`src/rtl/pd_ind_pkg.sv`:
```
package pd_ind_pkg;
  typedef enum logic [1:0] {
    ACC_NONE  = 2'b00,
    ACC_DEBUG = 2'b01,
    ACC_AUDIO = 2'b10,
    ACC_RSVD  = 2'b11
  } acc_kind_e;

  typedef struct packed {
    logic req_rx;
    logic req_tx;
    logic accept_tx;
    logic psrdy_tx;
    logic psrdy_rx;
    logic attach;
    logic detach;
    logic hard_rst;
  } pd_evt_t;
endpackage

```
`src/rtl/pd_nego_track.sv`:
```
module pd_nego_track
  import pd_ind_pkg::*;
(
  input  logic    clk,
  input  logic    rst_n,
  input  pd_evt_t evt,
  input  logic    role_src,
  output logic    nego_busy
);
  logic busy_q, busy_d;
  logic rise, fall;

  always_comb begin
    if (role_src) begin
      rise = evt.req_rx;
      fall = evt.psrdy_tx;
    end else begin
      rise = evt.req_tx;
      fall = evt.psrdy_rx;
    end
  end

  always_comb begin
    busy_d = busy_q;
    if (evt.detach || evt.hard_rst) busy_d = 1'b0;
    else if (rise)                  busy_d = 1'b1;
    else if (fall)                  busy_d = 1'b0;
  end

  always_ff @(posedge clk or negedge rst_n) begin
    if (!rst_n) busy_q <= 1'b0;
    else        busy_q <= busy_d;
  end

  assign nego_busy = busy_q;

  a_r1_src_request_sets: assert property (@(posedge clk) disable iff (!rst_n)
    (role_src && evt.req_rx && !evt.detach && !evt.hard_rst) |=> nego_busy);
  a_r2_sink_request_sets: assert property (@(posedge clk) disable iff (!rst_n)
    (!role_src && evt.req_tx && !evt.detach && !evt.hard_rst) |=> nego_busy);
  a_r3_detach_clears: assert property (@(posedge clk) disable iff (!rst_n)
    (evt.detach || evt.hard_rst) |=> !nego_busy);
endmodule

```
`src/rtl/pd_attach_track.sv`:
```
module pd_attach_track
  import pd_ind_pkg::*;
(
  input  logic      clk,
  input  logic      rst_n,
  input  pd_evt_t   evt,
  input  logic      role_src,
  input  logic      role_ufp,
  input  logic      cc_flip,
  input  acc_kind_e acc_type,
  output logic      attached,
  output logic      sink_attached,
  output logic      ufp_ind,
  output logic      orient_flip,
  output logic      dbg_acc,
  output logic      aud_acc
);
  logic att_q, att_d;
  logic sink_q, sink_d;
  logic ufp_q, orient_q, orient_d;
  logic dbg_q, dbg_d, aud_q, aud_d;

  always_comb begin
    att_d = att_q;
    if (evt.detach)      att_d = 1'b0;
    else if (evt.attach) att_d = 1'b1;
  end

  always_comb begin
    sink_d = sink_q;
    if (evt.detach || evt.hard_rst) sink_d = 1'b0;
    else if (role_src)              sink_d = 1'b0;
    else if (evt.attach)            sink_d = 1'b1;
  end

  always_comb begin
    orient_d = att_d & cc_flip;
    dbg_d    = att_d & (acc_type == ACC_DEBUG);
    aud_d    = att_d & (acc_type == ACC_AUDIO);
  end

  always_ff @(posedge clk or negedge rst_n) begin
    if (!rst_n) begin
      att_q    <= 1'b0;
      sink_q   <= 1'b0;
      ufp_q    <= 1'b0;
      orient_q <= 1'b0;
      dbg_q    <= 1'b0;
      aud_q    <= 1'b0;
    end else begin
      att_q    <= att_d;
      sink_q   <= sink_d;
      ufp_q    <= role_ufp;
      orient_q <= orient_d;
      dbg_q    <= dbg_d;
      aud_q    <= aud_d;
    end
  end

  assign attached      = att_q;
  assign sink_attached = sink_q;
  assign ufp_ind       = ufp_q;
  assign orient_flip   = orient_q;
  assign dbg_acc       = dbg_q;
  assign aud_acc       = aud_q;

  a_r4_sink_cleared: assert property (@(posedge clk) disable iff (!rst_n)
    (evt.detach || evt.hard_rst || role_src) |=> !sink_attached);
  a_r5_detach_wins: assert property (@(posedge clk) disable iff (!rst_n)
    evt.detach |=> !attached);
  a_r7_ufp_follows: assert property (@(posedge clk) disable iff (!rst_n)
    1'b1 |=> (ufp_ind == $past(role_ufp)));
  a_r8_acc_exclusive: assert property (@(posedge clk) disable iff (!rst_n)
    !(dbg_acc && aud_acc));
endmodule

```
`src/rtl/pd_fault_edge.sv`:
```
module pd_fault_edge #(
  parameter int SYNC_STAGES = 2
) (
  input  logic clk,
  input  logic rst_n,
  input  logic fault_n,
  output logic err_pulse
);
  localparam int LAST = SYNC_STAGES - 1;

  logic [LAST:0] sync_q;
  logic          prev_q;
  logic          pulse_q, pulse_d;

  generate
    for (genvar i = 0; i < SYNC_STAGES; i++) begin : g_sync
      if (i == 0) begin : g_first
        always_ff @(posedge clk or negedge rst_n) begin
          if (!rst_n) sync_q[0] <= 1'b1;
          else        sync_q[0] <= fault_n;
        end
      end else begin : g_rest
        always_ff @(posedge clk or negedge rst_n) begin
          if (!rst_n) sync_q[i] <= 1'b1;
          else        sync_q[i] <= sync_q[i-1];
        end
      end
    end
  endgenerate

  always_comb pulse_d = prev_q & ~sync_q[LAST];

  always_ff @(posedge clk or negedge rst_n) begin
    if (!rst_n) begin
      prev_q  <= 1'b1;
      pulse_q <= 1'b0;
    end else begin
      prev_q  <= sync_q[LAST];
      pulse_q <= pulse_d;
    end
  end

  assign err_pulse = pulse_q;

  a_r9_single_cycle: assert property (@(posedge clk) disable iff (!rst_n)
    err_pulse |=> !err_pulse);
endmodule

```
`src/rtl/pd_status_ind.sv`:
```
module pd_status_ind
  import pd_ind_pkg::*;
#(
  parameter int SYNC_STAGES = 2
) (
  input  logic       clk,
  input  logic       rst_n,
  input  logic       ev_req_rx,
  input  logic       ev_req_tx,
  input  logic       ev_accept_tx,
  input  logic       ev_psrdy_tx,
  input  logic       ev_psrdy_rx,
  input  logic       ev_attach,
  input  logic       ev_detach,
  input  logic       ev_hard_rst,
  input  logic       role_src,
  input  logic       role_ufp,
  input  logic       cc_flip,
  input  logic [1:0] acc_type,
  input  logic       fault_n,
  output logic       nego_busy,
  output logic       sink_attached,
  output logic       usb2_mux_en,
  output logic       ufp_ind,
  output logic       orient_flip,
  output logic       plug_on,
  output logic       dbg_acc,
  output logic       aud_acc,
  output logic       err_recov_req
);
  pd_evt_t evt;
  logic    attached;

  always_comb begin
    evt.req_rx    = ev_req_rx;
    evt.req_tx    = ev_req_tx;
    evt.accept_tx = ev_accept_tx;
    evt.psrdy_tx  = ev_psrdy_tx;
    evt.psrdy_rx  = ev_psrdy_rx;
    evt.attach    = ev_attach;
    evt.detach    = ev_detach;
    evt.hard_rst  = ev_hard_rst;
  end

  pd_nego_track u_nego (
    .clk       (clk),
    .rst_n     (rst_n),
    .evt       (evt),
    .role_src  (role_src),
    .nego_busy (nego_busy)
  );

  pd_attach_track u_att (
    .clk           (clk),
    .rst_n         (rst_n),
    .evt           (evt),
    .role_src      (role_src),
    .role_ufp      (role_ufp),
    .cc_flip       (cc_flip),
    .acc_type      (acc_kind_e'(acc_type)),
    .attached      (attached),
    .sink_attached (sink_attached),
    .ufp_ind       (ufp_ind),
    .orient_flip   (orient_flip),
    .dbg_acc       (dbg_acc),
    .aud_acc       (aud_acc)
  );

  pd_fault_edge #(.SYNC_STAGES(SYNC_STAGES)) u_fault (
    .clk       (clk),
    .rst_n     (rst_n),
    .fault_n   (fault_n),
    .err_pulse (err_recov_req)
  );

  assign plug_on     = attached;
  assign usb2_mux_en = attached;

  a_r6_orient_needs_plug: assert property (@(posedge clk) disable iff (!rst_n)
    orient_flip |-> plug_on);
  a_r8_acc_needs_plug: assert property (@(posedge clk) disable iff (!rst_n)
    (dbg_acc || aud_acc) |-> plug_on);
  a_r5_hard_reset_keeps_plug: assert property (@(posedge clk) disable iff (!rst_n)
    (ev_hard_rst && !ev_detach && !ev_attach) |=> (plug_on == $past(plug_on)));
endmodule

```
`config.mk`:
```
export PLATFORM = sky130hd
export DESIGN_NAME = pd_status_ind
export DESIGN_NICKNAME = d
export VERILOG_FILES = /design/src/rtl/pd_ind_pkg.sv /design/src/rtl/pd_nego_track.sv /design/src/rtl/pd_attach_track.sv /design/src/rtl/pd_fault_edge.sv /design/src/rtl/pd_status_ind.sv
export SDC_FILE = /design/constraint.sdc
export NUM_CORES = 1
export LEC_CHECK = 0
export ABC_AREA = 1
export ABC_CLOCK_PERIOD_IN_PS = 800
export CAP_MARGIN = 20
export CORE_MARGIN = 2
export CORE_UTILIZATION = 30
export DETAILED_ROUTE_END_ITERATION = 8
export PLACE_DENSITY_LB_ADDON = 0.3
export SLEW_MARGIN = 25
export SYNTH_ARGS = -nofsm -noshare
export SYNTH_HDL_FRONTEND = slang
export SYNTH_SLANG_ARGS = --single-unit
```
`constraint.sdc`:
```
create_clock -name clk -period 0.8 [get_ports clk]
set_clock_uncertainty 0.1 [all_clocks]
set_input_delay 0.16 -clock clk [delete_from_list [all_inputs] [get_ports clk]]
set_output_delay 0.16 -clock clk [all_outputs]
set_load 0.03 [all_outputs]
```
==> metrics.yaml, run 1 <==
status: "complete, but fails checks"
failed_checks: "negative setup slack"
timing.final.ws_setup_ns: -0.296
tmin_final_ns: 1.10
root_buffer: "clkbuf_4"
cap_violations: 0
final_hold_viol_count: 0
worst_ep_arrival_time_ns: 0.84
powerDensity_mw_per_mm2: 1650
detail_route.wl_per_cell_um: 9.80
critical_path_cell_by_cell: "buf_6"
yosysWarnings: 0
cts-root-to-sink-buffers: 2
fmax_ghz: 0.912
placeableCoreArea_mm2: 0.00128
global_route_wire_length_before_repair_mm: 1.28
clk_transition_reported_paths_ns: 0.07
timing.hold.worst.class: "input pin to flop"
internal_power_mw: 0.922
total_drc_errors_in_the_routed_layout: 0
share_comb_of_total_power_pct: 20.1
detailedRoute.firstIterationViolations: 1
clkSinkCount: 11
yosys.cell_types.count: 9
syn_area_per_cell_um2: 10.9
rsz_0062_raised_after_global_routing: "yes"
groute.layer.met1.usage_pct: 13.6
ys_seq_elements: 11
numPortBuffers: 23
drtPass1Iterations: 2
syn_nets: 53
worstSetupStartpointType: "flop"
worst-slew-pin-transition_ns: 0.229
number_of_antenna_violations_at_the_first_check_in_global_routing: 0
netlist_area_um2: 403
setup_viol: 15
grt_overflow: 0
power.ir.vdd_worst_v: 0.000872
leakagePower_nw: 0.366
multiInputGateArea_um2: 92.6
grt_start_max_net_pins: 7
power.switching_mw: 0.305
postRouteWirelength_um: 823
syn_inst_count: 37
num_antenna_cells: 0
clock_latency_ns: 0.26
worst_path_max_delay_cell: "dfrtp_2"
top_usage_layer: "met2"
antenna_violating_nets_post_route: 0
htree_num_levels: 1
ff2ff_setup_slack_ns: -0.18
final_weighted_congestion_in_routability_driven_placement: 0.567
drv_slew: 0
layout.area.seq_um2: 283
timing.critical_path.fanout_max: 3
seqPwrFrac_pct: 49.3
grt_use_met3_pct: 3.26
start_util_pct: 31.4
area.growth.synth_to_final_pct: 84.8
grt_util_met2_pct: 22.2
post-route-util_pct: 57.9
post-route-period-util_pct: 137
layout.nets: 86
cp_num_buf_inv: 1
design.die.area_mm2: 0.00165
fin_setup_tns_ns: -3.29
maxSlewHeadroom_pct: 84.7
grt.total_usage_pct: 13.0
drive_above_1_share_pct: 42.0
floorplan.io_pins: 25
p_sw_share_pct: 24.8
rows: 13
numCtsBuffers: 3
die_w_um: 40.6
timing_worst_setup_path_type: "flop to output port"
avgViaCountPerCell: 4.00
grt_pass1_vias: 318
crit_path_end_kind: "output port"
power.share.clock_pct: 30.6
seq_area_frac_synth_pct: 69.3
critPathRequiredTime_ns: 0.54
layout.filler_cells: 127
die_height_um: 40.6
place_hpwl_um: 602
vias: 336
cp_slowest_stage_delay_ns: 0.43
timing.critical_path.max_delay_family: "flip-flops"
tritoncts: "yes"
==> metal layers <==
metal,wire (um),vias up
li1,-,172
met3,68,0
met5,0,-
met2,443,17
met4,0,0
met1,311,147
==> through the flow <==
step | instances | area, um2 | hold WS (ns) | setup WS (ns) | total power, mW
finish | 84 | 744 | 0.205 | -0.296 | 1.23
global route | 84 | 744 | 0.191 | -0.321 | 1.30
CTS | 84 | 742 | 0.204 | -0.302 | 1.24
detailed placement | 77 | 648 | 0.249 | -0.347 | 0.828
global placement | 77 | 648 | 0.246 | -0.327 | 0.824
floorplan | 37 | 410 | -0.236 | -0.107 | 0.699
==> worst paths after layout <==
| check | start | end | cells after the start |
|---|---|---|---|
| setup reg to reg | u_att.attached | u_att.orient_flip | 3 |
| hold / removal | fault_n | u_fault.sync_q[0] | 1 |
| min in group asynchronous | rst_n | u_att.attached | 2 |
| max in group asynchronous | rst_n | u_att.ufp_ind | 2 |
| setup / recovery | u_att.attached | plug_on | 1 |
| hold reg to reg | u_fault.sync_q[0] | u_fault.sync_q[1] | 0 |
==> registers in the layout, indices dropped and copies added, names as in the netlist <==
register / flops
u_att.attached: 1
u_att.aud_acc: 1
u_att.dbg_acc: 1
u_att.orient_flip: 1
u_att.sink_attached: 1
u_att.ufp_ind: 1
u_fault.err_pulse: 1
u_fault.prev_q: 1
u_fault.sync_q: 2
u_nego.nego_busy: 1
==> logic make-up after synthesis <==
logic type | share of synthesized area, %
buffers and inverters | 9.32
AND/OR/NAND/NOR | 15.5
AO/OA/AOI/OAI | 5.90
flip-flops | 69.3
==> synth_stat cells, drive strengths merged <==
library cell  n  area (um2)
inv           8        30.0
dfrtp         8         200
nor2          9        33.8
buf           1        7.51
nand2         5        18.8
o21bai        1        18.8
dfstp         3        78.8
nor3          1        10.0
o21ai         1        5.00
==> area by class of cell <==
cell class,instances,area share (%)
Timing Repair Buffer,29,39.5
Tap cell,15,2.52
Inverter,8,4.03
Sequential cell,11,38.0
Clock buffer,4,3.53
Multi-Input combinational cell,17,12.4
==> what timing repair did <==
action	CTS	global route
hold buffers	0	0
pin swaps	1	3
endpoints found under the setup margin	15	15
buffers inserted	3	0
gates resized for setup	12	2
endpoints found under the hold margin	0	0
==> placed cells by master (no fill, tap or decap), types with 3 or more instances in the layout <==
cell type and instances:
dfrtp_2 3, nand2_1 4, buf_4 4, dfstp_2 3
clkbuf_4 3, inv_1 7, nor2_1 9, dfrtp_1 5
buf_6 11, clkdlybuf4s50_1 14
==> power by group through the flow <==
stage	Combinational, mW	Clock [mW]	Sequential [mW]
finish	0.246	0.375	0.605
global route	0.264	0.426	0.609
CTS	0.247	0.387	0.605
detailed placement	0.215	0	0.613
global placement	0.212	0	0.612
floorplan	0.0483	0	0.651
(Power assumes the default switching activity.)
==> inputs of run 2 (changes only) <==
--- a/config.mk
+++ b/config.mk
@@ -8,9 +8,10 @@
 export ABC_AREA = 1
 export ABC_CLOCK_PERIOD_IN_PS = 800
 export CAP_MARGIN = 20
-export CORE_MARGIN = 2
-export CORE_UTILIZATION = 30
+export CORE_AREA = 2 2 39 41
 export DETAILED_ROUTE_END_ITERATION = 8
+export DIE_AREA = 0 0 41 43
+export DONT_BUFFER_PORTS = 1
 export PLACE_DENSITY_LB_ADDON = 0.3
 export SLEW_MARGIN = 25
 export SYNTH_ARGS = -nofsm -noshare
==> run 2 against run 1 <==
  * The run ends with negative hold slack, negative setup slack left
  * Sequential share of layout area increased by 11 points
  * Setup slack improved by 0.012 ns
  * Routed wire length decreased by 21%
  * Non-clock buffer count is 17 lower
  * Design area fell by 21%
  * Critical path type unchanged
  * Largest power group unchanged
==> metrics.yaml, run 2 (synthesis gave the netlist of run 1 again) <==
global_route_wire_length_before_repair_mm: 1.06
cp_num_buf_inv: 1
status: "complete, but fails checks"
post-route-period-util_pct: 136
timing.critical_path.fanout_max: 2
start_util_pct: 29.1
numPortBuffers: 0
largest_register: "u_fault.sync_q"
cp_num_cells: 1
clkSinkCount: 11
floorplan.io_pins: 25
clk_transition_reported_paths_ns: 0.07
failed_checks: "negative hold slack, negative setup slack"
numCtsBuffers: 3
postRouteWirelength_um: 653
grt_overflow: 0
timing_worst_setup_path_type: "flop to output port"
cts-root-to-sink-buffers: 2
area.growth.synth_to_final_pct: 46.3
drive_above_1_share_pct: 48.1
layout.nets: 69
grt.total_usage_pct: 9.48
number_of_cells_on_the_worst_reg_to_reg_path: 3
root_buffer: "clkbuf_4"
grt_pass1_vias: 265
cp_slowest_stage_delay_ns: 0.43
worstSetupStartpointType: "flop"
number_of_antenna_violations_at_the_first_check_in_global_routing: 0
num_antenna_cells: 0
detail_route.wl_per_cell_um: 9.60
total_drc_errors_in_the_routed_layout: 0
maxSlewHeadroom_pct: 67.9
powerDensity_mw_per_mm2: 1920
fmax_ghz: 0.922
r2r_start: "u_att.attached"
tritoncts: "yes"
timing.hold.ws_ns: -0.185
place_hpwl_um: 475
ff2ff_setup_slack_ns: -0.18
worst-slew-pin-transition_ns: 0.482
drv_slew: 0
setup_viol: 15
timing.critical_path.max_delay_family: "flip-flops"
worst_path_max_delay_cell: "dfrtp_2"
drtPass1Iterations: 1
die_height_um: 43
avgViaCountPerCell: 4.01
rows: 14
layout.cells.most_common_list: "nor2_1, dfrtp_2, inv_1"
largest_reg_flops: 2
reg2reg_to: "u_att.orient_flip"
grt_start_max_net_pins: 12
final_weighted_congestion_in_routability_driven_placement: 0.574
worst_ep_arrival_time_ns: 0.82
rsz_0062_raised_after_global_routing: "yes"
die_w_um: 41
leakagePower_nw: 0.286
power.ir.vdd_worst_v: 0.00104
design.die.area_mm2: 0.00176
final_cell_count_no_fill: 68
timing.final.ws_setup_ns: -0.284
cap_violations: 0
antenna_violating_nets_post_route: 0
post-route-util_pct: 42.6
crit_path_end_kind: "output port"
final_hold_viol_count: 14
htree_num_levels: 1
detailedRoute.firstIterationViolations: 0
cts_hold_buf: 6
clock_latency_ns: 0.26
placeableCoreArea_mm2: 0.00138
timing.hold.worst.class: "input pin to asynchronous set/reset pin"
critical_path_cell_by_cell: "buf_12"
tmin_final_ns: 1.08
vias: 273
critPathRequiredTime_ns: 0.54
placed_cells: 56
==> run 2: cell types whose count changed in the layout (fill, tap and decap cells not counted), sizes merged <==
| cell | delta |
|---|---|
| buf | -9 |
| clkdlybuf4s50 | -14 |
| dlygate4sd3 | +5 |
| dlymetal6s4s | +1 |
==> run 2: per-layer routing <==
| metal | GRT usage (%) | routed length (um) | share of wire (%) |
|---|---|---|---|
| met1 | 8.78 | 247 | 38 |
| met2 | 15.0 | 332 | 51 |
| met3 | 6.81 | 73 | 11 |
| met4 | 4.00 | 0 | 0 |
| met5 | 0 | 0 | 0 |
==> run 2: how the worst max path moves through the flow <==
stage | slack, ns | end | start
floorplan | -0.11 | u_att.attached | u_att.attached
global placement | -0.05 | u_att.dbg_acc | u_att.attached
detailed placement | -0.06 | u_att.orient_flip | u_att.attached
CTS | -0.30 | plug_on | u_att.attached
global route | -0.31 | plug_on | u_att.attached
finish | -0.28 | sink_attached | u_att.sink_attached
==> run 2: power breakdown <==
part	switching, mW	leakage [nW]	internal [mW]
Clock	0.172	0.0150	0.193
Sequential	0.0384	0.125	0.592
Combinational	0.0653	0.146	0.0710
Total	0.276	0.286	0.856
==> run 2: worst reg2reg max path: stages (launching register included) <==
cell	delay, ns
dfrtp_2	0.42
buf_4	0.14
o21bai_4	0.15
nor2_1	0.06
==> run 2: layout make-up <==
| class | instances | area [um2] |
|---|---|---|
| inverter | 8 | 30.0 |
| sequential | 11 | 289 |
| timing repair buffer | 12 | 135 |
| clock buffer | 4 | 26.3 |
| multi-input combinational | 17 | 88.8 |
| fill | 149 | 795 |
| tap | 16 | 20.0 |
==> run 2: repair_timing <==
item                                    4_1_cts  5_1_grt
resized for setup                            10        3
setup buffers                                 2        0
endpoints found under the hold margin        19       14
endpoints found under the setup margin       15       27
pin swaps                                     2        2
==> run 2: through the flow <==
stage	total power, mW	setup TNS, ns	instance area [um2]	worst slack, ns
final	1.13	-2.93	589	-0.284
after global routing	1.19	-3.48	589	-0.315
after CTS	1.16	-3.13	584	-0.302
after detailed placement	0.721	-0.344	462	-0.0604
after global placement	0.720	-0.288	462	-0.0518
after floorplan	0.699	-0.657	410	-0.107
